<file path="config.mk">
export PLATFORM = sky130hd
export DESIGN_NAME = link_frame_builder
export DESIGN_NICKNAME = d
export VERILOG_FILES = /design/src/rtl/link_frame_builder.sv
export SDC_FILE = /design/constraint.sdc
export NUM_CORES = 1
export LEC_CHECK = 0
export BUFFER_PORTS_ARGS = -buffer_cell sky130_fd_sc_hd__buf_2
export CORE_ASPECT_RATIO = 0.75
export CORE_MARGIN = 3
export CORE_UTILIZATION = 67
export CTS_CLUSTER_DIAMETER = 100
export CTS_CLUSTER_SIZE = 30
export DETAILED_ROUTE_END_ITERATION = 12
export PLACE_DENSITY = 0.88
export REMOVE_ABC_BUFFERS = 1
export SYNTH_ARGS = -nofsm -noshare
export SYNTH_HDL_FRONTEND = slang
export SYNTH_SLANG_ARGS = --single-unit
</file>
<file path="constraint.sdc">
create_clock -name clk -period 11.41 [get_ports clk]
set_input_delay 1.141 -clock clk [delete_from_list [all_inputs] [get_ports clk]]
set_output_delay 1.141 -clock clk [all_outputs]
set_load 0.02 [all_outputs]
</file>
<file path="src/rtl/link_frame_builder.sv">
module link_frame_builder #(
  parameter int SEQ_W = 12,
  parameter int DW = 32,
  parameter logic [DW-1:0] POLY = 32'h04C11DB7
) (
  input  logic          clk,
  input  logic          rst_n,
  input  logic          start_i,
  input  logic          in_valid_i,
  input  logic [DW-1:0] in_data_i,
  input  logic          in_last_i,
  output logic          in_ready_o,
  output logic          out_valid_o,
  input  logic          out_ready_i,
  output logic [DW-1:0] out_data_o,
  output logic          out_sof_o,
  output logic          out_dat_o,
  output logic          out_eof_o
);
  localparam int PAD_W = DW - SEQ_W;

  typedef enum logic [1:0] {PH_IDLE, PH_SEQ, PH_PAY, PH_CRC} phase_t;

  phase_t ph_q;
  logic [SEQ_W-1:0] next_seq_q, frame_seq_q;
  logic [DW-1:0] crc_q;

  function automatic logic [DW-1:0] crc_fold(input logic [DW-1:0] c, input logic [DW-1:0] d);
    logic [DW-1:0] r;
    r = c;
    for (int b = DW - 1; b >= 0; b--)
      r = (r[DW-1] ^ d[b]) ? ((r << 1) ^ POLY) : (r << 1);
    return r;
  endfunction

  wire out_fire = out_valid_o & out_ready_i;

  always_comb begin
    out_valid_o = 1'b0;
    out_data_o  = '0;
    out_sof_o   = 1'b0;
    out_dat_o   = 1'b0;
    out_eof_o   = 1'b0;
    in_ready_o  = 1'b0;
    case (ph_q)
      PH_SEQ: begin
        out_valid_o = 1'b1;
        out_data_o  = {{PAD_W{1'b0}}, frame_seq_q};
        out_sof_o   = 1'b1;
      end
      PH_PAY: begin
        out_valid_o = in_valid_i;
        out_data_o  = in_data_i;
        out_dat_o   = 1'b1;
        in_ready_o  = out_ready_i;
      end
      PH_CRC: begin
        out_valid_o = 1'b1;
        out_data_o  = ~crc_q;
        out_eof_o   = 1'b1;
      end
      default: ;
    endcase
  end

  always_ff @(posedge clk or negedge rst_n) begin
    if (!rst_n) begin
      ph_q        <= PH_IDLE;
      next_seq_q  <= '0;
      frame_seq_q <= '0;
      crc_q       <= '1;
    end else begin
      case (ph_q)
        PH_IDLE: if (start_i) begin
          frame_seq_q <= next_seq_q;
          next_seq_q  <= next_seq_q + 1'b1;
          crc_q       <= '1;
          ph_q        <= PH_SEQ;
        end
        PH_SEQ: if (out_ready_i) begin
          crc_q <= crc_fold(crc_q, out_data_o);
          ph_q  <= PH_PAY;
        end
        PH_PAY: if (in_valid_i && out_ready_i) begin
          crc_q <= crc_fold(crc_q, in_data_i);
          if (in_last_i) ph_q <= PH_CRC;
        end
        PH_CRC: if (out_ready_i) ph_q <= PH_IDLE;
        default: ph_q <= PH_IDLE;
      endcase
    end
  end

  // checker state for sequence stepping
  logic seen_q;
  logic [SEQ_W-1:0] last_seq_q;
  always_ff @(posedge clk or negedge rst_n) begin
    if (!rst_n) begin
      seen_q     <= 1'b0;
      last_seq_q <= '0;
    end else if (out_fire && out_sof_o) begin
      seen_q     <= 1'b1;
      last_seq_q <= out_data_o[SEQ_W-1:0];
    end
  end

  assert_flags_onehot_R2: assert property (@(posedge clk) disable iff (!rst_n)
    out_valid_o |-> $onehot({out_sof_o, out_dat_o, out_eof_o}));

  assert_idle_after_crc_R2: assert property (@(posedge clk) disable iff (!rst_n)
    (out_fire && out_eof_o) |=> !out_valid_o);

  assert_seq_upper_zero_R3: assert property (@(posedge clk) disable iff (!rst_n)
    (out_valid_o && out_sof_o) |-> (out_data_o[DW-1:SEQ_W] == '0));

  assert_seq_step_R4: assert property (@(posedge clk) disable iff (!rst_n)
    (out_fire && out_sof_o && seen_q) |-> (out_data_o[SEQ_W-1:0] == SEQ_W'(last_seq_q + 1'b1)));

  assert_hold_on_stall_R6: assert property (@(posedge clk) disable iff (!rst_n)
    (out_valid_o && !out_ready_i && !out_dat_o) |=>
      (out_valid_o && $stable(out_data_o) && $stable({out_sof_o, out_eof_o})));

  assert_passthrough_R8: assert property (@(posedge clk) disable iff (!rst_n)
    (in_valid_i && in_ready_o) |-> (out_valid_o && out_ready_i && out_dat_o && out_data_o == in_data_i));

endmodule

</file>
======== Yosys cells after proc, flatten, opt, wreduce, memory -nomap -nowiden ========
Index checks and enable logic that the tools add are counted.
W data, S select, Z words.
operators by class
  muxes and demuxes ....................... 80
  eq/ne operators ......................... 8
  reduce and logical (&&, ||, !) cells .... 7
  add/sub/neg operators ................... 1
  bitwise operators ....................... 128
operators with widths
  cell                     number
  $mux W27                 64
  $not A14 Y14             63
  $pmux W32 S3             2
  $mux W32                 3
  $xor A1 B1 Y1            64
  $not A32 Y32             1
  $add A12 B1 Y12 const B  1
  $mux W2                  5
  $ne A2 B2 Y1 const B     5
  $pmux W2 S4              1
  $reduce_and A5 Y1        1
  $eq A2 B2 Y1 const B     2
  $mux W1                  4
  $reduce_and A4 Y1        1
  $reduce_bool A3 Y1       1
  $eq A2 B1 Y1 const B     1
  $logic_not A2 Y1         1
  $pmux W1 S2              1
  $reduce_and A2 Y1        1
  $reduce_or A2 Y1         1
  $logic_and A1 B1 Y1      1
storage, ports and cells
  input bits .............................. 38
  bits in registers ....................... 58
  logic and storage cells ................. 228

======== Logic depth before layout (Yosys ltp) ========
  depth in word-level cells ............... 68
  mapped depth ............................ 18
  depth with buffers taken out ............ 13

======== Least setup slack after synthesis ========
OpenSTA, ideal clock, no wires.
  kind .................................... input-to-reg
  start ................................... in in_data_i[30]
  end ..................................... reg crc_q[14]
  stages on the path ...................... 11
  data required time ...................... 11329 ps
  path buffers ............................ 0
  data arrival time ....................... 5039 ps
  setup time .............................. 81 ps
  setup slack ............................. 6290 ps
  cell sequence ........................... and4b_1 -> a211oi_2 -> xnor2_1 -> xnor3_2 -> xnor2_4 -> xnor3_2 -> xor3_2 -> xnor3_1 -> xnor3_1 -> a221oi_2 -> nor2_1
between the ends
  cells in the longest elaborated chain, start to end .. 43
ends and longest elaborated chain
  what                           RTL line  source
  from (decl)                    10        input logic [DW-1:0] in_data_i,
  $pmux W32 S3                   45        case (ph_q)
  $xor A1 B1 Y1                  32        r = (r[DW-1] ^ d[b]) ? ((r << 1) ^ POLY) : (r << 1);
  $mux W27 (6 in a row)          32
  $not A14 Y14 (no source line)  -
  $mux W27                       32
  $not A14 Y14 (no source line)  -
  $mux W27 (3 in a row)          32
  $not A14 Y14 (no source line)  -
  [... 18 more ...]              -
  $not A14 Y14 (no source line)  -
  $mux W27                       32
  $not A14 Y14 (no source line)  -
  $mux W27                       32
  $not A14 Y14 (no source line)  -
  $mux W27 (3 in a row)          32
  $mux W32                       80        PH_SEQ: if (out_ready_i) begin
  $pmux W32 S3 *                 73        case (ph_q)
  to (signal assigned)           81        crc_q <= crc_fold(crc_q, out_data_o);
  to (signal assigned)           85        crc_q <= crc_fold(crc_q, in_data_i);
  to (decl)                      26        logic [DW-1:0] crc_q;
Every way passes the cells marked *; elsewhere a longest branch is shown, timed or not. The select of a mux whose other input is x is not followed.
A chain may end at the register's enable or synchronous reset.

======== Worst setup path after layout ========
  start ................................... reg ph_q[0]
  end ..................................... reg crc_q[23]
between the ends
  cells in the longest elaborated chain, start to end .. 45
ends and longest elaborated chain
  what                                                                   RTL line  source
  from (decl)                                                            24        phase_t ph_q;
  from (signal assigned)                                                 68        ph_q <= PH_IDLE;
  from (signal assigned)                                                 78        ph_q <= PH_SEQ;
  from (signal assigned)                                                 82        ph_q <= PH_PAY;
  $eq A2 B2 Y1, or another cell as far along                             45
  $pmux W32 S3                                                           45
  $xor A1 B1 Y1                                                          32
  $mux W27                                                               32
  $mux W27 / $not A14 Y14 (equally long branches) (2 in a row)           -
  $not A14 Y14 (no source line) / $mux W27 (equally long branches)       -
  $mux W27 / $not A14 Y14 (equally long branches)                        -
  $xor A1 B1 Y1, or another cell as far along                            32
  [... 28 more ...]                                                      -
  $mux W27 / $not A14 Y14 (equally long branches)                        -
  $mux W27                                                               32
  $not A14 Y14 (no source line) / $xor A1 B1 Y1 (equally long branches)  -
  $mux W27                                                               32
  $not A14 Y14 (no source line) / $xor A1 B1 Y1 (equally long branches)  -
  $mux W27                                                               32
  $mux W32                                                               80
  $pmux W32 S3                                                           73
Several ways; a longest one is shown, not always the timed one. The select of a mux whose other input is x is not followed.

==> results.cfg <==
[sta]
finalSetupTns_ns = 0
hold_viol = 0
fin_crit_ns = 6.32
rsz0062_at_grt = false
slew_viol_final = 0
fmax_ghz = 0.158
relSlewSlack_pct = 32.4
timing.final.crit_share_pct = 55.4
clock_skew_ns = 0.0105
setup_viol = 0
tightest_slew_ns = 1.00

[final_layout]
final_cell_mix = 321 x xnor2_1, 96 x xor2_1, 74 x buf_2, 68 x nor2_1, 63 x xnor3_1
nNetsFinal = 1038
syn2layout_area_growth_pct = 9.01
drive_above_1_share_pct = 17.8
design_area_sq_um = 10200
n_antenna_cell = 0
fillers = 941
final_common_cell = xnor2_1

[global_routing]
grt_max_degree = 77
grt_usage_pct = 36.1
antenna_found_initial = 0
grt_pass1_wl_microns = 41500
gr-total-overflow = 0
grt_pass1_vias = 6840

[critical_path]
worstPathRequired_ns = 11.66
cp_top_family = XOR/XNOR gates
setup.worst_path.class = reg2reg
start_kind = flop
rr_endpoint = crc_q[23]$_DFFE_PN1P_
critPathMaxFanout = 76
path_buf_inv = 2
path_cells = inv_1 > ha_2 > buf_4 > and4b_1 > a211oi_2 > xnor2_1 > xnor3_2 > xnor2_2 > xor3_1 > xor2_1 > xnor2_1 > xnor2_1 > a221oi_1 > nor2_1
r2r_cells = 14
r2r_slack_ns = 5.09
cp_slowest_cell = xnor2_1
slowest_delay_ns = 0.74
crit_path_end_kind = flop
arrival_ns = 6.56
crit_top_cell = xnor2_1
worstReg2RegStart = ph_q[0]$_DFFE_PN0P_

[synthesis]
synth_area_sq_um = 9380
ys_seq_area_share_pct = 15.9
synth-edff-count = 0
synth_area_per_cell_sq_um = 10.0
syn_inst = 938
synth_cell_types = 53
synthTopCellsByArea = xnor2_1 30%, xnor3_1 15%, dfstp_2 9.0%
ys_seq_elements = 58
synthArstFlopShare_pct = 100
yosysWarnings = 0
yosysTopAreaCell = xnor2_1
yosys.area.top_type_share_pct = 30.0
ys.flop_type = dfstp_2

[detailed_routing]
drt_iter0_markers = 833
routed-wl-met2_microns = 11300
maxUsedRoutingLayer = met4
wl_microns = 27500
vias_per_cell = 6.23
route.detailed.drc = 0
wl_met3_microns = 3550
via_count = 7292
wl_per_cell_microns = 23.5
antenna_left = 0
met1Wirelength_microns = 12100
drt_pass1_iterations = 6

[die]
core_sq_um = 13300
die_area_sq_um = 15500
die_h_microns = 108
ios = 75
die_w_microns = 143
initial_utilization_pct = 70.3
rows = 36

[clocking]
clkTransAtPathRegs_ns = 0.06
cts_tree = yes
ctsHoldBuffers = 0
cts_setup_buffers = 0
ctsLongestPathBuffers = 2
numCtsBuffers = 9
htree_levels = 3
cts-root-buf = clkbuf_16
clock-sinks = 58
clk_latency_ns = 0.34
cts_resized = 0

[place]
gp_congestion = 1.01
io_buffers = 74
placed_area_sq_um = 9870
post-dp-hpwl_microns = 21500

[min_path]
hp-start = next_seq_q[2]$_DFFE_PN0P_
whs_endpoint = next_seq_q[2]$_DFFE_PN0P_
hold_path.class = reg2reg
hold_depth = 1

[outcome]
status = finished, final reports clean

[job]
drv_cap = 0
==> metal layers <==
metal  up-vias  global-route usage (%)
met2       452                    50.9
met4         0                    9.50
met1      3531                    55.6
met3        46                    8.44
li1       3263                       -
met5         -                       0
==> cell families after synthesis <==
group                    share of synthesized area, %
AO/OA/AOI/OAI                                    10.1
XOR/XNOR                                         60.4
adder cells (fa/ha/maj)                         0.801
buffers and inverters                            2.23
flip-flops                                       15.9
multiplexers                                     1.44
AND/OR/NAND/NOR                                  9.09
==> how the worst max path moves through the flow <==
stage / from / endpoint / slack, ns / depth (start not counted)
final: ph_q[0]$_DFFE_PN0P_ / crc_q[23]$_DFFE_PN1P_ / 5.09 / 14
after global routing: ph_q[0]$_DFFE_PN0P_ / crc_q[8]$_DFFE_PN1P_ / 4.89 / 14
after CTS: ph_q[0]$_DFFE_PN0P_ / crc_q[23]$_DFFE_PN1P_ / 5.23 / 14
after detailed placement: ph_q[0]$_DFFE_PN0P_ / crc_q[8]$_DFFE_PN1P_ / 5.27 / 14
after global placement: ph_q[0]$_DFFE_PN0P_ / crc_q[8]$_DFFE_PN1P_ / 5.32 / 14
after floorplan: ph_q[0]$_DFFE_PN0P_ / crc_q[14]$_DFFE_PN1P_ / 5.17 / 13
==> flip-flops by register name, summed over array words and instances, names as in the netlist <==
| signal | cells |
|---|---|
| crc_q | 32 |
| frame_seq_q | 12 |
| next_seq_q | 12 |
| ph_q | 2 |
==> area by class of cell <==
| class | count | area (sq um) | share of cell area, % |
|---|---|---|---|
| Multi-Input combinational cell | 830 | 7690 | 75.2 |
| Sequential cell | 58 | 1490 | 14.6 |
| Timing Repair Buffer | 82 | 430 | 4.21 |
| Clock buffer | 9 | 225 | 2.20 |
| Tap cell | 171 | 214 | 2.09 |
| Clock inverter | 7 | 125 | 1.22 |
| Inverter | 13 | 48.8 | 0.477 |
==> Yosys cell counts, types with 2 or more instances <==
cell      number
xnor2_1      321
xor2_1        96
nor2_1        69
xnor3_1       63
a21oi_1       53
dfstp_2       32
nand2_1       31
nand2b_1      29
dfrtp_1       26
clkbuf_1      23
a221oi_1      22
o21ai_0       14
inv_1         13
mux2_2        12
nor2b_1       12
xnor2_2       12
and4b_1       11
xor3_1        10
a22oi_1        8
a211oi_2       7
buf_1          6
ha_1           6
nand3_1        6
buf_2          5
o31a_1         4
xnor3_2        4
a211oi_1       3
a222oi_1       3
and3_1         3
o21a_1         3
o31ai_1        3
a211oi_4       2
a21o_1         2
a22o_1         2
buf_4          2
nor3_1         2
or3_1          2
==> metrics by stage <==
| stage | hold WS (ns) | util [%] | instances | worst slack (ns) |
|---|---|---|---|---|
| final | 0.475 | 76.7 | 1170 | 5.09 |
| after global routing | 0.484 | 76.7 | 1170 | 4.89 |
| after CTS | 0.482 | 76.7 | 1170 | 5.23 |
| after detailed placement | 0.467 | 74.0 | 1154 | 5.27 |
| after global placement | 0.457 | 74.0 | 1154 | 5.32 |
| after floorplan | 0.438 | - | 901 | 5.17 |
Power is not shown: default switching activity piles up to over one toggle a cycle in this logic, so the estimate is an artifact.
